[config.mk]
export PLATFORM = sky130hd
export DESIGN_NAME = xorshift_test_unit
export DESIGN_NICKNAME = d
export VERILOG_FILES = /design/src/rtl/xst_pkg.sv /design/src/rtl/xst_decode.sv /design/src/rtl/xst_shifter.sv /design/src/rtl/xst_flags.sv /design/src/rtl/xorshift_test_unit.sv
export SDC_FILE = /design/constraint.sdc
export NUM_CORES = 1
export LEC_CHECK = 0
export ABC_AREA = 1
export BUFFER_PORTS_ARGS = -buffer_cell sky130_fd_sc_hd__buf_2
export CAP_MARGIN = 20
export CORE_ASPECT_RATIO = 1.4
export CORE_UTILIZATION = 35
export DETAILED_ROUTE_END_ITERATION = 10
export GPL_TIMING_DRIVEN = 0
export PLACE_DENSITY_LB_ADDON = 0.15
export SYNTH_ARGS = -nofsm -noshare
export SYNTH_HDL_FRONTEND = slang
export SYNTH_SLANG_ARGS = --single-unit
[constraint.sdc]
create_clock -name clk -period 0.8 [get_ports clk]
set_input_delay 0.24 -clock clk [delete_from_list [all_inputs] [get_ports clk]]
set_output_delay 0.24 -clock clk [all_outputs]
set_load 0.01 [all_outputs]
[src/rtl/xst_pkg.sv]
package xst_pkg;

  typedef enum logic [1:0] {
    SH_LSL = 2'b00,
    SH_LSR = 2'b01,
    SH_ASR = 2'b10,
    SH_ROR = 2'b11
  } shift_kind_e;

  typedef struct packed {
    logic n;
    logic z;
    logic c;
    logic v;
  } nzcv_t;

  localparam int          INSTR_W   = 32;
  localparam int          IDX_W     = 4;
  localparam int          NUM_IDX   = 3;
  localparam logic [7:0]  OPC_MAJOR = 8'h13;
  localparam logic [3:0]  COND_NV   = 4'hF;
  localparam logic [3:0]  IDX_RSVD  = 4'hF;

endpackage

[src/rtl/xst_decode.sv]
module xst_decode
  import xst_pkg::*;
(
  input  logic [INSTR_W-1:0] instr_i,
  output logic               hit_o,
  output shift_kind_e        kind_o,
  output logic               rsvd_idx_o
);

  localparam int IDX_LSB [NUM_IDX] = '{16, 8, 0};

  logic [NUM_IDX-1:0] idx_is_rsvd;
  logic [3:0]         unused_sbz;

  generate
    for (genvar g = 0; g < NUM_IDX; g++) begin : g_idx
      assign idx_is_rsvd[g] = (instr_i[IDX_LSB[g] +: IDX_W] == IDX_RSVD);
    end
  endgenerate

  always_comb begin
    hit_o = (instr_i[27:20] == OPC_MAJOR) && !instr_i[7] && instr_i[4] &&
            (instr_i[31:28] != COND_NV);
    kind_o     = shift_kind_e'(instr_i[6:5]);
    rsvd_idx_o = |idx_is_rsvd;
  end

  assign unused_sbz = instr_i[15:12];

endmodule

[src/rtl/xst_shifter.sv]
module xst_shifter
  import xst_pkg::*;
#(
  parameter int DW    = 32,
  parameter int AMT_W = 8
) (
  input  logic [DW-1:0]    opnd_i,
  input  logic [AMT_W-1:0] amt_i,
  input  shift_kind_e      kind_i,
  input  logic             cin_i,
  output logic [DW-1:0]    res_o,
  output logic             cout_o
);

  localparam int IW = $clog2(DW);

  logic [IW-1:0]   lo;
  logic            amt_zero;
  logic            amt_below;
  logic            amt_at_w;
  logic            amt_past_w;
  logic [2*DW-1:0] dbl;

  always_comb begin
    lo         = amt_i[IW-1:0];
    amt_zero   = (amt_i == '0);
    amt_below  = !amt_zero && (int'(amt_i) < DW);
    amt_at_w   = (int'(amt_i) == DW);
    amt_past_w = (int'(amt_i) > DW);
    dbl        = '0;
    res_o      = opnd_i;
    cout_o     = cin_i;
    unique case (kind_i)
      SH_LSL: begin
        if (amt_below) begin
          res_o  = opnd_i << lo;
          cout_o = opnd_i[IW'(0) - lo];
        end else if (amt_at_w) begin
          res_o  = '0;
          cout_o = opnd_i[0];
        end else if (amt_past_w) begin
          res_o  = '0;
          cout_o = 1'b0;
        end
      end
      SH_LSR: begin
        if (amt_below) begin
          res_o  = opnd_i >> lo;
          cout_o = opnd_i[lo - IW'(1)];
        end else if (amt_at_w) begin
          res_o  = '0;
          cout_o = opnd_i[DW-1];
        end else if (amt_past_w) begin
          res_o  = '0;
          cout_o = 1'b0;
        end
      end
      SH_ASR: begin
        if (amt_below) begin
          res_o  = $signed(opnd_i) >>> lo;
          cout_o = opnd_i[lo - IW'(1)];
        end else if (!amt_zero) begin
          res_o  = {DW{opnd_i[DW-1]}};
          cout_o = opnd_i[DW-1];
        end
      end
      default: begin
        if (!amt_zero) begin
          dbl    = {opnd_i, opnd_i} >> lo;
          res_o  = dbl[DW-1:0];
          cout_o = dbl[DW-1];
        end
      end
    endcase
  end

endmodule

[src/rtl/xst_flags.sv]
module xst_flags
  import xst_pkg::*;
#(
  parameter int DW = 32
) (
  input  logic [DW-1:0] opnd_a_i,
  input  logic [DW-1:0] shifted_i,
  input  logic          sh_carry_i,
  input  nzcv_t         flags_i,
  input  logic          apply_i,
  output nzcv_t         flags_o
);

  logic [DW-1:0] eor;

  always_comb begin
    eor     = opnd_a_i ^ shifted_i;
    flags_o = flags_i;
    if (apply_i) begin
      flags_o.n = eor[DW-1];
      flags_o.z = (eor == '0);
      flags_o.c = sh_carry_i;
    end
  end

endmodule

[src/rtl/xorshift_test_unit.sv]
module xorshift_test_unit
  import xst_pkg::*;
#(
  parameter int DW    = 32,
  parameter int AMT_W = 8
) (
  input  logic               clk,
  input  logic               rst_n,
  input  logic               issue_i,
  input  logic [INSTR_W-1:0] instr_i,
  input  logic [DW-1:0]      opnd_a_i,
  input  logic [DW-1:0]      opnd_b_i,
  input  logic [DW-1:0]      amt_reg_i,
  input  logic [3:0]         flags_i,
  input  logic               cond_pass_i,
  output logic               done_o,
  output logic               hit_o,
  output logic               unpred_o,
  output logic [3:0]         flags_o
);

  logic [1:0]        rst_sync_q;
  logic              rst_int_n;
  logic              dec_hit;
  logic              dec_rsvd;
  shift_kind_e       dec_kind;
  logic [DW-1:0]     sh_res;
  logic              sh_cout;
  logic              upd_en;
  nzcv_t             flags_in_s;
  nzcv_t             flags_nxt;
  logic              done_d, hit_d, unpred_d;
  logic [3:0]        flags_d;
  logic [DW-AMT_W-1:0] unused_amt_hi;

  always_ff @(posedge clk or negedge rst_n) begin
    if (!rst_n) rst_sync_q <= 2'b00;
    else        rst_sync_q <= {rst_sync_q[0], 1'b1};
  end
  assign rst_int_n = rst_sync_q[1];

  xst_decode u_dec (
    .instr_i    (instr_i),
    .hit_o      (dec_hit),
    .kind_o     (dec_kind),
    .rsvd_idx_o (dec_rsvd)
  );

  xst_shifter #(.DW(DW), .AMT_W(AMT_W)) u_shf (
    .opnd_i (opnd_b_i),
    .amt_i  (amt_reg_i[AMT_W-1:0]),
    .kind_i (dec_kind),
    .cin_i  (flags_i[1]),
    .res_o  (sh_res),
    .cout_o (sh_cout)
  );

  assign unused_amt_hi = amt_reg_i[DW-1:AMT_W];
  assign flags_in_s    = nzcv_t'(flags_i);
  assign upd_en        = dec_hit && cond_pass_i;

  xst_flags #(.DW(DW)) u_flg (
    .opnd_a_i   (opnd_a_i),
    .shifted_i  (sh_res),
    .sh_carry_i (sh_cout),
    .flags_i    (flags_in_s),
    .apply_i    (upd_en),
    .flags_o    (flags_nxt)
  );

  always_comb begin
    done_d   = issue_i;
    hit_d    = dec_hit;
    unpred_d = dec_hit && dec_rsvd;
    flags_d  = flags_nxt;
  end

  always_ff @(posedge clk or negedge rst_int_n) begin
    if (!rst_int_n) begin
      done_o   <= 1'b0;
      hit_o    <= 1'b0;
      unpred_o <= 1'b0;
      flags_o  <= 4'h0;
    end else begin
      done_o <= done_d;
      if (issue_i) begin
        hit_o    <= hit_d;
        unpred_o <= unpred_d;
        flags_o  <= flags_d;
      end
    end
  end

  AST_DONE_AFTER_ISSUE: assert property (@(posedge clk) disable iff (!rst_int_n)
    issue_i |=> done_o);
  AST_IDLE_HOLD: assert property (@(posedge clk) disable iff (!rst_int_n)
    !issue_i |=> (!done_o && $stable(flags_o) && $stable(hit_o) && $stable(unpred_o)));
  AST_V_KEPT: assert property (@(posedge clk) disable iff (!rst_int_n)
    issue_i |=> (flags_o[0] == $past(flags_i[0])));
  AST_NO_UPDATE_PASS: assert property (@(posedge clk) disable iff (!rst_int_n)
    (issue_i && !upd_en) |=> (flags_o == $past(flags_i)));
  AST_UNPRED_NEEDS_HIT: assert property (@(posedge clk) disable iff (!rst_int_n)
    unpred_o |-> hit_o);
  AST_ZERO_NOT_NEG: assert property (@(posedge clk) disable iff (!rst_int_n)
    (issue_i && upd_en) |=> !(flags_o[3] && flags_o[2]));

endmodule

==> run_results.csv, run 1 <==
group,metric,value,unit
timing,worstEpCategory,"sequential cell input",
logic_synthesis,ys_async_sr_fraction,100.0,%
floorplanning,pin_count,143,
logic_synthesis,synth_ff_type,"dfrtp_1",
floorplanning,die_y,176.9,um
logic_synthesis,yosysUniqueCellTypes,47,
grt,grt_overflow,3,
logic_synthesis,avgSynthCellArea,4.656,um2
timing,grt_worst_setup_endpoint,"flags_o[2]$_DFFE_PN0P_/D",
logic_synthesis,synth_warnings,0,
clocking,cts.sinks,9,
floorplanning,chipWidth,126.9,um
place,gp_congestion,1.170,
outcome,stop_stage,"global routing (5_1_grt)",
outcome,error_line,"[ERROR GRT-0232] Routing congestion too high. Check the congestion heatmap in the GUI.",
logic_synthesis,yosysTopAreaCell,"nand2_1",
logic_synthesis,synth-seq-cells,9,
logic_synthesis,yosysTopAreaCellShare,30.59,%
clocking,clock_path_buffers,2,
grt,grt_max_degree,11,
logic_synthesis,syn_nets,1779,
logic_synthesis,synth_edf_count,0,
logic_synthesis,yosysSeqAreaShare,2.946,%
logic_synthesis,synthCells,1642,
floorplanning,start_util,35.92,%
grt,grt_usage,55.46,%
place,port-buffer-count,110,
clocking,cts_made_buffers,3,
place,dp_hpwl,46.64,mm
clocking,cts_max_level,1,
place,place_area,0.008612,mm2
clocking,cts-root-buf,"clkbuf_16",
floorplanning,rows,63,
outcome,status,"stopped before the end",
logic_synthesis,ys_top_cells_by_area,"nand2_1 (31%), nand3_1 (30%), a21oi_1 (4.4%), nor2_1 (4.4%), o21ai_0 (4.3%)",
logic_synthesis,netlist_area,0.007645,mm2
[through the flow]
stage | TNS [ns] | cells | util (%) | setup slack, ns | hold slack [ns]
CTS | -6.417 | 2058 | 44.89 | -1.828 | 0.1369
floorplan | -4.776 | 1642 | - | -1.639 | -0.05559
global placement | -8.533 | 2012 | 40.46 | -2.925 | 0.02366
detailed placement | -8.443 | 2012 | 40.46 | -2.908 | 0.02603
[synthesized netlist by cell type, types with 2 or more instances]
| master | number |
|---|---|
| inv_2 | 13 |
| buf_2 | 35 |
| a31oi_1 | 2 |
| inv_1 | 86 |
| buf_6 | 6 |
| nor2_2 | 8 |
| or2_1 | 3 |
| nand4_1 | 15 |
| nand3_1 | 462 |
| nand3b_1 | 22 |
| nor3_1 | 4 |
| nor2_4 | 6 |
| nand3_4 | 2 |
| o211ai_1 | 10 |
| buf_1 | 23 |
| o21ai_1 | 28 |
| buf_4 | 6 |
| dfrtp_1 | 9 |
| o311ai_0 | 3 |
| nor2_1 | 89 |
| o21ai_0 | 65 |
| nand2_1 | 623 |
| a21oi_1 | 67 |
| clkinv_1 | 2 |
| clkbuf_1 | 27 |
| nand2_2 | 3 |
| inv_4 | 3 |
[logic make-up after synthesis]
kind of cell / after synthesis / share of synthesized area, %
AOI/OAI and AO/OA: 184 / 12.91
xor gates and xnor gates: 1 / 0.1146
adders and majority gates: 1 / 0.1636
buffers and inverters: 202 / 11.54
DFF: 9 / 2.946
other: 1 / 0.04905
and+or+nand+nor: 1244 / 72.28
[timing repair]
action	in CTS
cloned	2
pin swaps	45
setup buffers	40
hold endpoints to repair	2
resized for setup	151
setup endpoints to repair	12
hold buffers	1
[layer usage]
metal,track usage [%],overflow
met1,58.21,0
met2,80.72,0
met3,22.49,0
met4,59.52,3
met5,0,0
==> inputs of run 2 (changes only) <==
--- a/config.mk
+++ b/config.mk
@@ -8,8 +8,7 @@
 export ABC_AREA = 1
 export BUFFER_PORTS_ARGS = -buffer_cell sky130_fd_sc_hd__buf_2
 export CAP_MARGIN = 20
-export CORE_ASPECT_RATIO = 1.4
-export CORE_UTILIZATION = 35
+export CORE_UTILIZATION = 20
 export DETAILED_ROUTE_END_ITERATION = 10
 export GPL_TIMING_DRIVEN = 0
 export PLACE_DENSITY_LB_ADDON = 0.15
==> run 2 against run 1 <==
Compared with the run above: area after synthesis unchanged; the flow now finishes, with violations (negative setup slack); synthesized cell count unchanged.
==> run_results.csv, run 2 <==
group,metric,value,unit
timing,fmax,0.3397,GHz
logic_synthesis,yosysTopAreaCellShare,30.59,%
cells_and_area,syn_to_final_growth,30.88,%
cells_and_area,stdcell_count,2303,
worst_setup_path,cp-start-kind,"input pin",
floorplanning,die_y,197.5,um
clocking,cts-root-buf,"clkbuf_16",
worst_setup_path,worst_ep_arrival_time,3.11,ns
timing,setup_ws,-2.144,ns
worst_setup_path,r2r-end,"flags_o[2]",
cells_and_area,drive_above_1_share,19.53,%
place,dp_hpwl,55.79,mm
logic_synthesis,avgSynthCellArea,4.656,um2
worst_setup_path,reg2reg_slack,0.15,ns
outcome,status,"finished with violations",
worst_setup_path,r2r_start,"flags_o[2]",
routing,drc,0,
floorplanning,start_util,20.30,%
routing,wl_per_cell,29.63,um
timing,finalCritPeriodShare,368.0,%
logic_synthesis,syn_nets,1779,
worst_setup_path,crit_path_max_fanout,10,
logic_synthesis,ys_async_sr_fraction,100.0,%
cells_and_area,reg_top3,"flags_o x4, rst_sync_q x2",
clocking,cts.sinks,9,
grt,grt_pass1_wl,93.65,mm
routing,drtAntennaViolNets,0,
worst_setup_path,slowest_stage,"buf_1",
timing,setup_violations,12,
logic_synthesis,netlist_area,0.007645,mm2
timing,holdWs,0.1152,ns
cells_and_area,most-common-layout-cells,"nand2_1 (594), nand3_1 (448), buf_2 (136)",
place,gp_congestion,1.011,
logic_synthesis,synth_edf_count,0,
logic_synthesis,synth-seq-cells,9,
place,port-buffer-count,110,
logic_synthesis,yosysTopAreaCell,"nand2_1",
worst_setup_path,critical_path_class,"in2reg",
clocking,cts_made_buffers,3,
routing,drt-total-wl,68.24,mm
grt,gr-usage-met1,47.73,%
pwr,p_leak,0.005063,uW
timing,clock_skew,0.0004291,ns
cells_and_area,final_nets,1930,
routing,viasPerCell,5.642,
worst_hold_path,min_path_type,"reg2async",
grt,first_global_vias,12350,
floorplanning,chipWidth,197.5,um
worst_setup_path,cpPeakStageDelay,0.70,ns
floorplanning,core,0.03767,mm2
clocking,cts_tree,"yes",
logic_synthesis,ys_top_cells_by_area,"nand2_1 (31%), nand3_1 (30%), a21oi_1 (4.4%), nor2_1 (4.4%), o21ai_0 (4.3%)",
timing,rsz0062_at_grt,"yes",
logic_synthesis,synth_warnings,0,
logic_synthesis,synth_common_cells,"nand2_1 (623), nand3_1 (462), nor2_1 (89)",
timing,tightest_slew,0.8692,ns
grt,use_met3,5.276,%
clocking,cts_max_level,1,
worst_setup_path,end_kind,"flop",
grt,use_met2,52.50,%
timing,finalHoldViolCount,0,
worst_setup_path,rr_worst_depth,2,
cells_and_area,top_register,"flags_o",
grt,antenna_found_initial,0,
grt,top_usage_layer,"met2",
pwr,worst_ir_drop_vdd,0.4767,mV
logic_synthesis,yosysSeqAreaShare,2.946,%
timing,slew_viol_final,0,
cells_and_area,diodes,0,
floorplanning,pin_count,143,
clocking,clock_path_buffers,2,
worst_setup_path,required,0.96,ns
logic_synthesis,synthCells,1642,
pwr,p_total,8651,uW
cells_and_area,largest_reg_flops,4,
cells_and_area,fillers,4665,
grt,grt_usage,34.53,%
worst_setup_path,critical_path.cell_chain,"buf_2 -> buf_2 -> nand2_1 -> buf_1 -> o21ai_1 -> a21oi_1 -> nand2_1 -> nand3_1 -> nand4_1 -> nor2_4 -> nand2_2 -> nor2_4 -> nand3_2 -> a21oi_2",
run,drv_cap,0,
cells_and_area,final_common_cell,"nand2_1",
logic_synthesis,yosysUniqueCellTypes,47,
timing,period_needed,2.944,ns
logic_synthesis,yosysMostFrequentCell,"nand2_1",
grt,grt_max_degree,11,
grt,grt_overflow,0,
pwr,power_density,864.6,mW/mm2
routing,drtPass1Iterations,6,
clocking,clkLatencyLatePin,0.23,ns
routing,dr_total_vias,12990,
floorplanning,rows,71,
floorplanning,die_area,0.03901,mm2
clocking,path_clk_slew,0.04,ns
place,dp.cells,2263,
outcome,violations,"negative setup slack",
routing,drt_iter0_drc,1798,
logic_synthesis,synth_ff_type,"dfrtp_1",
timing,max-slew-margin-rel,42.05,%
[run 2: cell counts after synthesis]
Identical to the previous run, type by type.
[run 2: per-stage QoR]
step	setup slack [ns]	utilization [%]	area, um2	setup TNS (ns)
after global placement	-3.183	23.70	8926	-9.098
after CTS	-2.004	26.06	9817	-6.719
after detailed placement	-3.152	23.70	8926	-9.060
final	-2.144	26.56	10010	-6.901
after global routing	-2.206	26.56	10010	-7.467
after floorplan	-1.639	-	7736	-4.776
[run 2: area by class of cell]
class	count	area [um2]	area share, %
clock buffer	4	78.83	0.7878
timing repair buffer	146	950.9	9.504
sequential	9	225.2	2.251
inverter	105	460.4	4.602
multi-input combinational	1431	6959	69.55
timing repair inverter	1	8.758	0.08753
buffer	96	683.2	6.828
tap	511	639.4	6.390
[run 2: worst max-delay path, delay by kind of cell]
family                 cells  cell delay (ns)
AND/OR/NAND/NOR            8             1.31
buffers and inverters      3             1.07
AO/OA/AOI/OAI              3             0.49
[run 2: power by group]
group	switching [uW]	internal (uW)
combinational	5270	2000
sequential	21.3	483
clock	216	666
total	5510	3150
[run 2: cell families (layout without fill, tap and decap cells)]
| group | count (synthesis) | after routing | share of synthesized area [%] |
|---|---|---|---|
| AND/OR/NAND/NOR | 1244 | 1244 | 72.28 |
| flip-flops | 9 | 9 | 2.946 |
| other | 1 | 1 | 0.04905 |
| buffers and inverters | 202 | 352 | 11.54 |
| AO/OA/AOI/OAI | 184 | 184 | 12.91 |
| adder cells (fa/ha/maj) | 1 | 1 | 0.1636 |
| XOR/XNOR | 1 | 1 | 0.1146 |
[run 2: metal layers]
layer,vias up,routed length (um)
li1,5804,-
met1,6213,29590
met2,825,28510
met3,151,6400
met4,0,3735
met5,-,0
[run 2: timing repair]
item / in CTS / in global routing
endpoints found under the setup margin: 12 / 12
gates resized for setup: 166 / 41
setup buffers: 27 / 8
hold buffers: 1 / 0
pin swaps: 27 / 31
cloned: 1 / 1
endpoints found under the hold margin: 2 / 0
[run 2: worst max path at each step]
stage,start,slack [ns],cells past startpoint,to
6_report,instr_i[5],-2.14,14,flags_o[2]
5_1_grt,amt_reg_i[1],-2.21,27,flags_o[2]
3_3_place_gp,amt_reg_i[0],-3.18,21,flags_o[2]
4_1_cts,amt_reg_i[1],-2.00,22,flags_o[2]
3_5_place_dp,amt_reg_i[0],-3.15,21,flags_o[2]
2_1_floorplan,amt_reg_i[1],-1.64,23,flags_o[2]
Note: power is estimated with default switching activity, not from simulation.
==> inputs of run 3 (changes only) <==
--- a/config.mk
+++ b/config.mk
@@ -6,10 +6,10 @@
 export NUM_CORES = 1
 export LEC_CHECK = 0
 export ABC_AREA = 1
-export BUFFER_PORTS_ARGS = -buffer_cell sky130_fd_sc_hd__buf_2
 export CAP_MARGIN = 20
 export CORE_UTILIZATION = 20
 export DETAILED_ROUTE_END_ITERATION = 10
+export DONT_BUFFER_PORTS = 1
 export GPL_TIMING_DRIVEN = 0
 export PLACE_DENSITY_LB_ADDON = 0.15
 export SYNTH_ARGS = -nofsm -noshare
==> run 3 against run 2 <==
Compared with the run above: the run still ends with negative setup slack left; power down 8.4%; die area unchanged; worst hold slack worse by 0.083 ns; fmax up 4.4%; wire length down 6.0%; register-to-register slack worse by 0.05 ns; first-iteration DRC count down 9.5%; clock skew up 0.0026 ns; combinational power down 10%; final area down 5.4%; cell count down 4.9%; flip-flop and latch count unchanged; critical path type unchanged; critical endpoint unchanged; largest cell class unchanged.
==> run_results.csv, run 3 (synthesis gave the netlist of run 2 again) <==
group,metric,value,unit
floorplanning,chipWidth,197.5,um
floorplanning,rows,71,
timing,finalCritPeriodShare,352.6,%
pwr,p_leak,0.004626,uW
clocking,clock_path_buffers,2,
pwr,power_density,836.9,mW/mm2
worst_setup_path,endpoint,"flags_o[2]",
clocking,cts_tree,"yes",
grt,grt_overflow,0,
timing,slew_viol_final,0,
worst_setup_path,cp-startpoint,"amt_reg_i[3]",
cells_and_area,final_common_cell,"nand2_1",
grt,grt_max_degree,11,
worst_setup_path,worst_ep_arrival_time,2.98,ns
worst_setup_path,r2r-end,"unpred_o",
timing,setup_violations,11,
cells_and_area,syn_to_final_growth,23.80,%
cells_and_area,final_util,25.13,%
routing,wl_per_cell,29.28,um
clocking,cts-root-buf,"clkbuf_16",
cells_and_area,most-common-layout-cells,"nand2_1 (588), nand3_1 (447), inv_1 (85)",
worst_setup_path,required,0.96,ns
place,port-buffer-count,0,
worst_setup_path,cp-start-kind,"input pin",
clocking,clkLatencyLatePin,0.23,ns
worst_setup_path,end_kind,"flop",
routing,drc,0,
worst_hold_path,min_path_type,"in2reg",
timing,fmax,0.3546,GHz
cells_and_area,top_register,"flags_o",
timing,finalHoldViolCount,0,
routing,dr_total_vias,12730,
grt,grt_usage,32.30,%
place,gp_congestion,1.065,
place,dpl_worst_slack,-3.063,ns
routing,drt-total-wl,64.15,mm
cells_and_area,diodes,0,
floorplanning,die_area,0.03901,mm2
cells_and_area,final_nets,1818,
place,dp_hpwl,51.52,mm
floorplanning,core,0.03767,mm2
timing,max-slew-margin-rel,37.97,%
cells_and_area,stdcell_count,2191,
clocking,cts_max_level,1,
grt,antenna_found_initial,0,
worst_setup_path,rr_worst_depth,2,
cells_and_area,drive_above_1_share,15.12,%
routing,drtAntennaViolNets,0,
floorplanning,start_util,20.30,%
timing,tightest_slew,0.9304,ns
run,drv_cap,0,
worst_setup_path,r2r_start,"unpred_o",
pwr,worst_ir_drop_vdd,0.5653,mV
clocking,cts_made_buffers,3,
routing,drt_iter0_drc,1628,
clocking,cts.sinks,9,
worst_setup_path,reg2reg_slack,0.10,ns
worst_setup_path,crit_path_max_fanout,10,
grt,grt_pass1_wl,88.95,mm
routing,viasPerCell,5.809,
floorplanning,die_y,197.5,um
routing,drtPass1Iterations,7,
outcome,status,"finished with violations",
worst_setup_path,critical_path_class,"in2reg",
timing,clock_skew,0.003018,ns
place,dp.cells,2153,
clocking,path_clk_slew,0.04,ns
cells_and_area,reg_top3,"flags_o x4, rst_sync_q x2",
cells_and_area,largest_reg_flops,4,
grt,first_global_vias,11910,
timing,period_needed,2.820,ns
floorplanning,pin_count,143,
timing,rsz0062_at_grt,"yes",
timing,holdWs,0.03249,ns
timing,setup_ws,-2.020,ns
outcome,violations,"negative setup slack",
[run 3: changes by cell type in the layout (fill, tap and decap cells not counted), moves of 3 or more]
| cell | delta |
|---|---|
| clkbuf_2 | +4 |
| nor2_1 | -7 |
| nor2_4 | +9 |
| nand2_1 | -6 |
| nand2_8 | +3 |
| inv_4 | +3 |
| nand2_2 | +5 |
| o21ai_1 | -4 |
| inv_6 | -4 |
| buf_2 | -103 |
| buf_6 | -12 |
[run 3: repair_timing]
| item | in CTS | in global routing |
|---|---|---|
| setup endpoints to repair | 11 | 11 |
| setup buffers | 22 | 11 |
| cloned | 2 | 0 |
| endpoints found under the hold margin | 2 | 0 |
| gates resized for setup | 138 | 83 |
| pin swaps | 34 | 41 |
| hold buffers | 1 | 0 |
[run 3: power by group]
part / switching (uW) / internal [uW]
Sequential: 32.9 / 483
Combinational: 4760 / 1770
Clock: 217 / 666
Total: 5010 / 2910
[run 3: worst min-delay path by stage]
stage / cells past startpoint / from / slack [ns] / endpoint
finish: 0 / issue_i / 0.03 / done_o
global route: 0 / issue_i / 0.02 / done_o
global placement: 0 / rst_n / -0.06 / rst_sync_q[0]
floorplan: 0 / rst_n / -0.06 / rst_sync_q[0]
detailed placement: 0 / rst_n / -0.06 / rst_sync_q[0]
CTS: 0 / issue_i / 0.03 / done_o
[run 3: routing by layer]
layer	share of wire (%)	track usage, %	vias up	wire length [um]
met5	0	0	-	0
met2	42	48.80	865	26840
met1	41	42.30	6074	26000
li1	-	-	5581	-
met4	7.5	19.35	0	4816
met3	10	6.164	207	6482
[run 3: per-stage QoR]
stage | area, um2 | setup TNS (ns) | power [uW]
after floorplan | 7736 | -4.776 | 4056
after global placement | 8376 | -8.533 | 6311
after detailed placement | 8376 | -8.399 | 6250
after CTS | 9166 | -5.565 | 7492
after global routing | 9464 | -6.244 | 8337
final | 9464 | -5.745 | 7920
[run 3: worst max-delay path: stages]
cell	delay, ns
inv_2	0.07
buf_2	0.24
clkdlybuf4s15_1	0.83
nand3_1	0.17
nand2_1	0.11
nand2_1	0.09
nand2_1	0.07
nand2_1	0.05
nand2_1	0.11
nand2_2	0.07
nand2_4	0.10
nand4_1	0.15
nor2_4	0.25
nand2_2	0.10
nor2_4	0.09
nand3_2	0.07
a21oi_2	0.14
[run 3: final cells by class]
cell class                      count  area, um2
Fill cell                        4555      28200
Multi-Input combinational cell   1431       7086
Buffer                             96      664.4
Tap cell                          511      639.4
Inverter                          105      445.4
Timing Repair Buffer               35      325.3
Sequential cell                     9      225.2
Clock buffer                        4      78.83
==> inputs of run 4 (changes only) <==
--- a/config.mk
+++ b/config.mk
@@ -5,7 +5,7 @@
 export SDC_FILE = /design/constraint.sdc
 export NUM_CORES = 1
 export LEC_CHECK = 0
-export ABC_AREA = 1
+export ABC_AREA = 0
 export CAP_MARGIN = 20
 export CORE_UTILIZATION = 20
 export DETAILED_ROUTE_END_ITERATION = 10
==> run 4 against run 3 <==
Compared with the run above: the run still ends with negative setup slack left; fmax fell by 21%; worst setup slack lost 0.75 ns; final area is 11% higher; first-iteration DRC count rose by 18%; power rose by 18%; combinational power increased by 22%; critical path depth is 5 lower; flip-flop and latch count stayed put; utilization is 1.1 points higher; global-route usage fell by 0.37 points; non-clock buffer count is 48 higher; area after synthesis rose by 7.4%; largest power group unchanged; highest routed layer unchanged.
==> run_results.csv, run 4 <==
group,metric,value,unit
outcome,status,"finished with violations",
outcome,violations,"negative setup slack",
clocking,clkLatencyLatePin,0.23,ns
cells_and_area,syn_to_final_growth,28.25,%
logic_synthesis,yosysSeqAreaShare,2.743,%
routing,dr_total_vias,11690,
grt,top_usage_layer,"met2",
routing,drt-total-wl,69.16,mm
grt,grt_overflow,0,
worst_setup_path,crit_path_max_fanout,10,
cells_and_area,final_util,26.26,%
routing,drtAntennaViolNets,0,
worst_setup_path,end_kind,"flop",
timing,rsz0062_at_grt,"yes",
timing,period_needed,3.575,ns
cells_and_area,top_register,"flags_o",
logic_synthesis,syn_nets,1202,
floorplanning,start_util,20.48,%
worst_setup_path,cp-start-kind,"input pin",
grt,grt_max_degree,11,
worst_hold_path,min_path_type,"in2reg",
clocking,path_clk_slew,0.04,ns
grt,use_met3,7.429,%
pwr,worst_ir_drop_vdd,0.7157,mV
cells_and_area,reg_top3,"flags_o x4, rst_sync_q x2",
timing,finalHoldViolCount,0,
timing,fmax,0.2797,GHz
logic_synthesis,ys_top_cells_by_area,"mux4_2 (20%), mux2i_1 (9.9%), nor2_1 (5.0%), mux2_2 (4.7%), clkbuf_1 (4.5%)",
cells_and_area,largest_reg_flops,4,
pwr,p_leak,0.003537,uW
logic_synthesis,yosysTopAreaCell,"mux4_2",
logic_synthesis,synth_common_cells,"nor2_1 (109), clkbuf_1 (98), nand2_1 (91)",
cells_and_area,most-common-layout-cells,"nor2_1 (97), nand2_1 (83), mux4_2 (74)",
logic_synthesis,synthCells,1065,
worst_setup_path,required,0.97,ns
clocking,clock_path_buffers,2,
floorplanning,chipWidth,204.6,um
logic_synthesis,synth-seq-cells,9,
floorplanning,die_y,204.6,um
floorplanning,pin_count,143,
routing,drt_iter0_drc,1925,
cells_and_area,final_nets,1252,
run,drv_cap,0,
logic_synthesis,netlist_area,0.008210,mm2
clocking,cts_max_level,1,
logic_synthesis,synth_ff_type,"dfrtp_1",
grt,use_met2,47.36,%
place,dp_hpwl,53.07,mm
floorplanning,core,0.04010,mm2
cells_and_area,final_common_cell,"nor2_1",
logic_synthesis,ys_async_sr_fraction,100.0,%
pwr,power_density,887.5,mW/mm2
grt,grt_usage,31.93,%
timing,clock_skew,0.0008252,ns
routing,wl_per_cell,42.14,um
clocking,cts-root-buf,"clkbuf_16",
logic_synthesis,avgSynthCellArea,7.709,um2
clocking,cts_made_buffers,3,
place,gp_congestion,1.045,
logic_synthesis,yosysTopAreaCellShare,19.75,%
timing,setup_violations,12,
floorplanning,rows,73,
place,port-buffer-count,0,
logic_synthesis,yosysUniqueCellTypes,79,
timing,finalCritPeriodShare,446.9,%
timing,max-slew-margin-rel,23.87,%
place,dp.cells,1596,
grt,antenna_found_initial,3,
place,place_area,0.009130,mm2
routing,drc,0,
routing,drtPass1Iterations,5,
logic_synthesis,yosysMostFrequentCell,"nor2_1",
pwr,p_total,9346,uW
cells_and_area,drive_above_1_share,34.92,%
worst_setup_path,worst_ep_arrival_time,3.75,ns
clocking,cts_tree,"yes",
logic_synthesis,synth_warnings,0,
clocking,cts.sinks,9,
logic_synthesis,synth_edf_count,0,
grt,first_global_vias,11050,
floorplanning,die_area,0.04187,mm2
worst_setup_path,critical_path_class,"in2reg",
timing,tightest_slew,1.142,ns
grt,grt_pass1_wl,92.92,mm
timing,setup_ws,-2.775,ns
cells_and_area,stdcell_count,1641,
routing,viasPerCell,7.126,
grt,gr-usage-met1,40.70,%
timing,slew_viol_final,0,
cells_and_area,design_area,0.01053,mm2
[run 4: changes by cell type after synthesis, sizes merged, moves of 34 or more]
cell	delta
clkbuf	+71
nand2	-536
mux2i	+81
mux2	+34
buf	-34
nand3	-436
inv	-90
mux4	+82
[run 4: worst paths after layout]
path | start | slack, ns | cells after the start | to
worst min register to register | rst_sync_q[1] | 0.13 | 0 | done_o
worst max-delay path | amt_reg_i[3] | -2.77 | 12 | flags_o[2]
min in group asynchronous | rst_sync_q[1] | 0.13 | 0 | done_o
worst min-delay path | issue_i | 0.03 | 0 | done_o
worst max register to register | flags_o[2] | -1.11 | 7 | flags_o[2]
max in group asynchronous | rst_sync_q[1] | 0.42 | 0 | flags_o[1]
[run 4: cell families (layout without fill, tap and decap cells)]
logic type,Yosys count,count (layout),synth area share [%]
AO/OA/AOI/OAI,349,349,30.36
AND/OR/NAND/NOR,345,345,19.96
multiplexers,197,197,37.49
buffers and inverters,147,196,7.543
XOR/XNOR,16,16,1.707
flip-flops,9,9,2.743
adder cells (fa/ha/maj),1,1,0.1524
other,1,3,0.04567
[run 4: per-layer routing]
metal	vias to the layer above	share of wire (%)	routed length [um]
li1	4401	-	-
met1	5784	38	26030
met2	1149	41	28590
met3	359	12	8161
met4	0	9.2	6374
met5	-	0	0
[run 4: through the flow]
| step | hold slack, ns | worst slack [ns] | setup TNS [ns] |
|---|---|---|---|
| global route | 0.02754 | -2.773 | -8.061 |
| detailed placement | -0.05555 | -4.269 | -11.60 |
| CTS | 0.03248 | -2.654 | -7.718 |
| finish | 0.03484 | -2.775 | -7.845 |
| global placement | -0.05555 | -4.487 | -12.16 |
| floorplan | -0.05559 | -2.355 | -6.386 |
[run 4: what timing repair did]
action,CTS,global route
gates resized for setup,208,70
endpoints found under the setup margin,11,13
gates cloned,0,2
pin swaps,23,27
buffers inserted,19,21
hold buffers,1,0
endpoints found under the hold margin,2,0
[run 4: power by group]
part / internal (uW) / leakage (uW) / switching [uW]
Sequential: 485 / 0.000109 / 35.0
Clock: 665 / 0.0000382 / 211
Combinational: 2760 / 0.00339 / 5190
Total: 3910 / 0.00354 / 5430
[run 4: cell type report]
type,count,area [um2]
diodes,2,5.005
plain buffers,132,945.9
clock buffers,4,78.83
fillers,4388,29570
inverters,13,73.82
multi-input cells,909,8074
flip-flops and latches,9,225.2
well taps,525,656.9
repair buffers,47,470.5
[run 4: critical path, cell delays in order]
cell,delay (ns)
clkbuf_2,0.29
clkbuf_2,0.40
clkbuf_2,0.49
clkbuf_2,0.45
a21oi_1,0.18
o21ai_0,0.15
a31oi_2,0.21
xnor2_2,0.34
nand4_1,0.24
or3_4,0.43
nor4_4,0.14
a21o_1,0.14
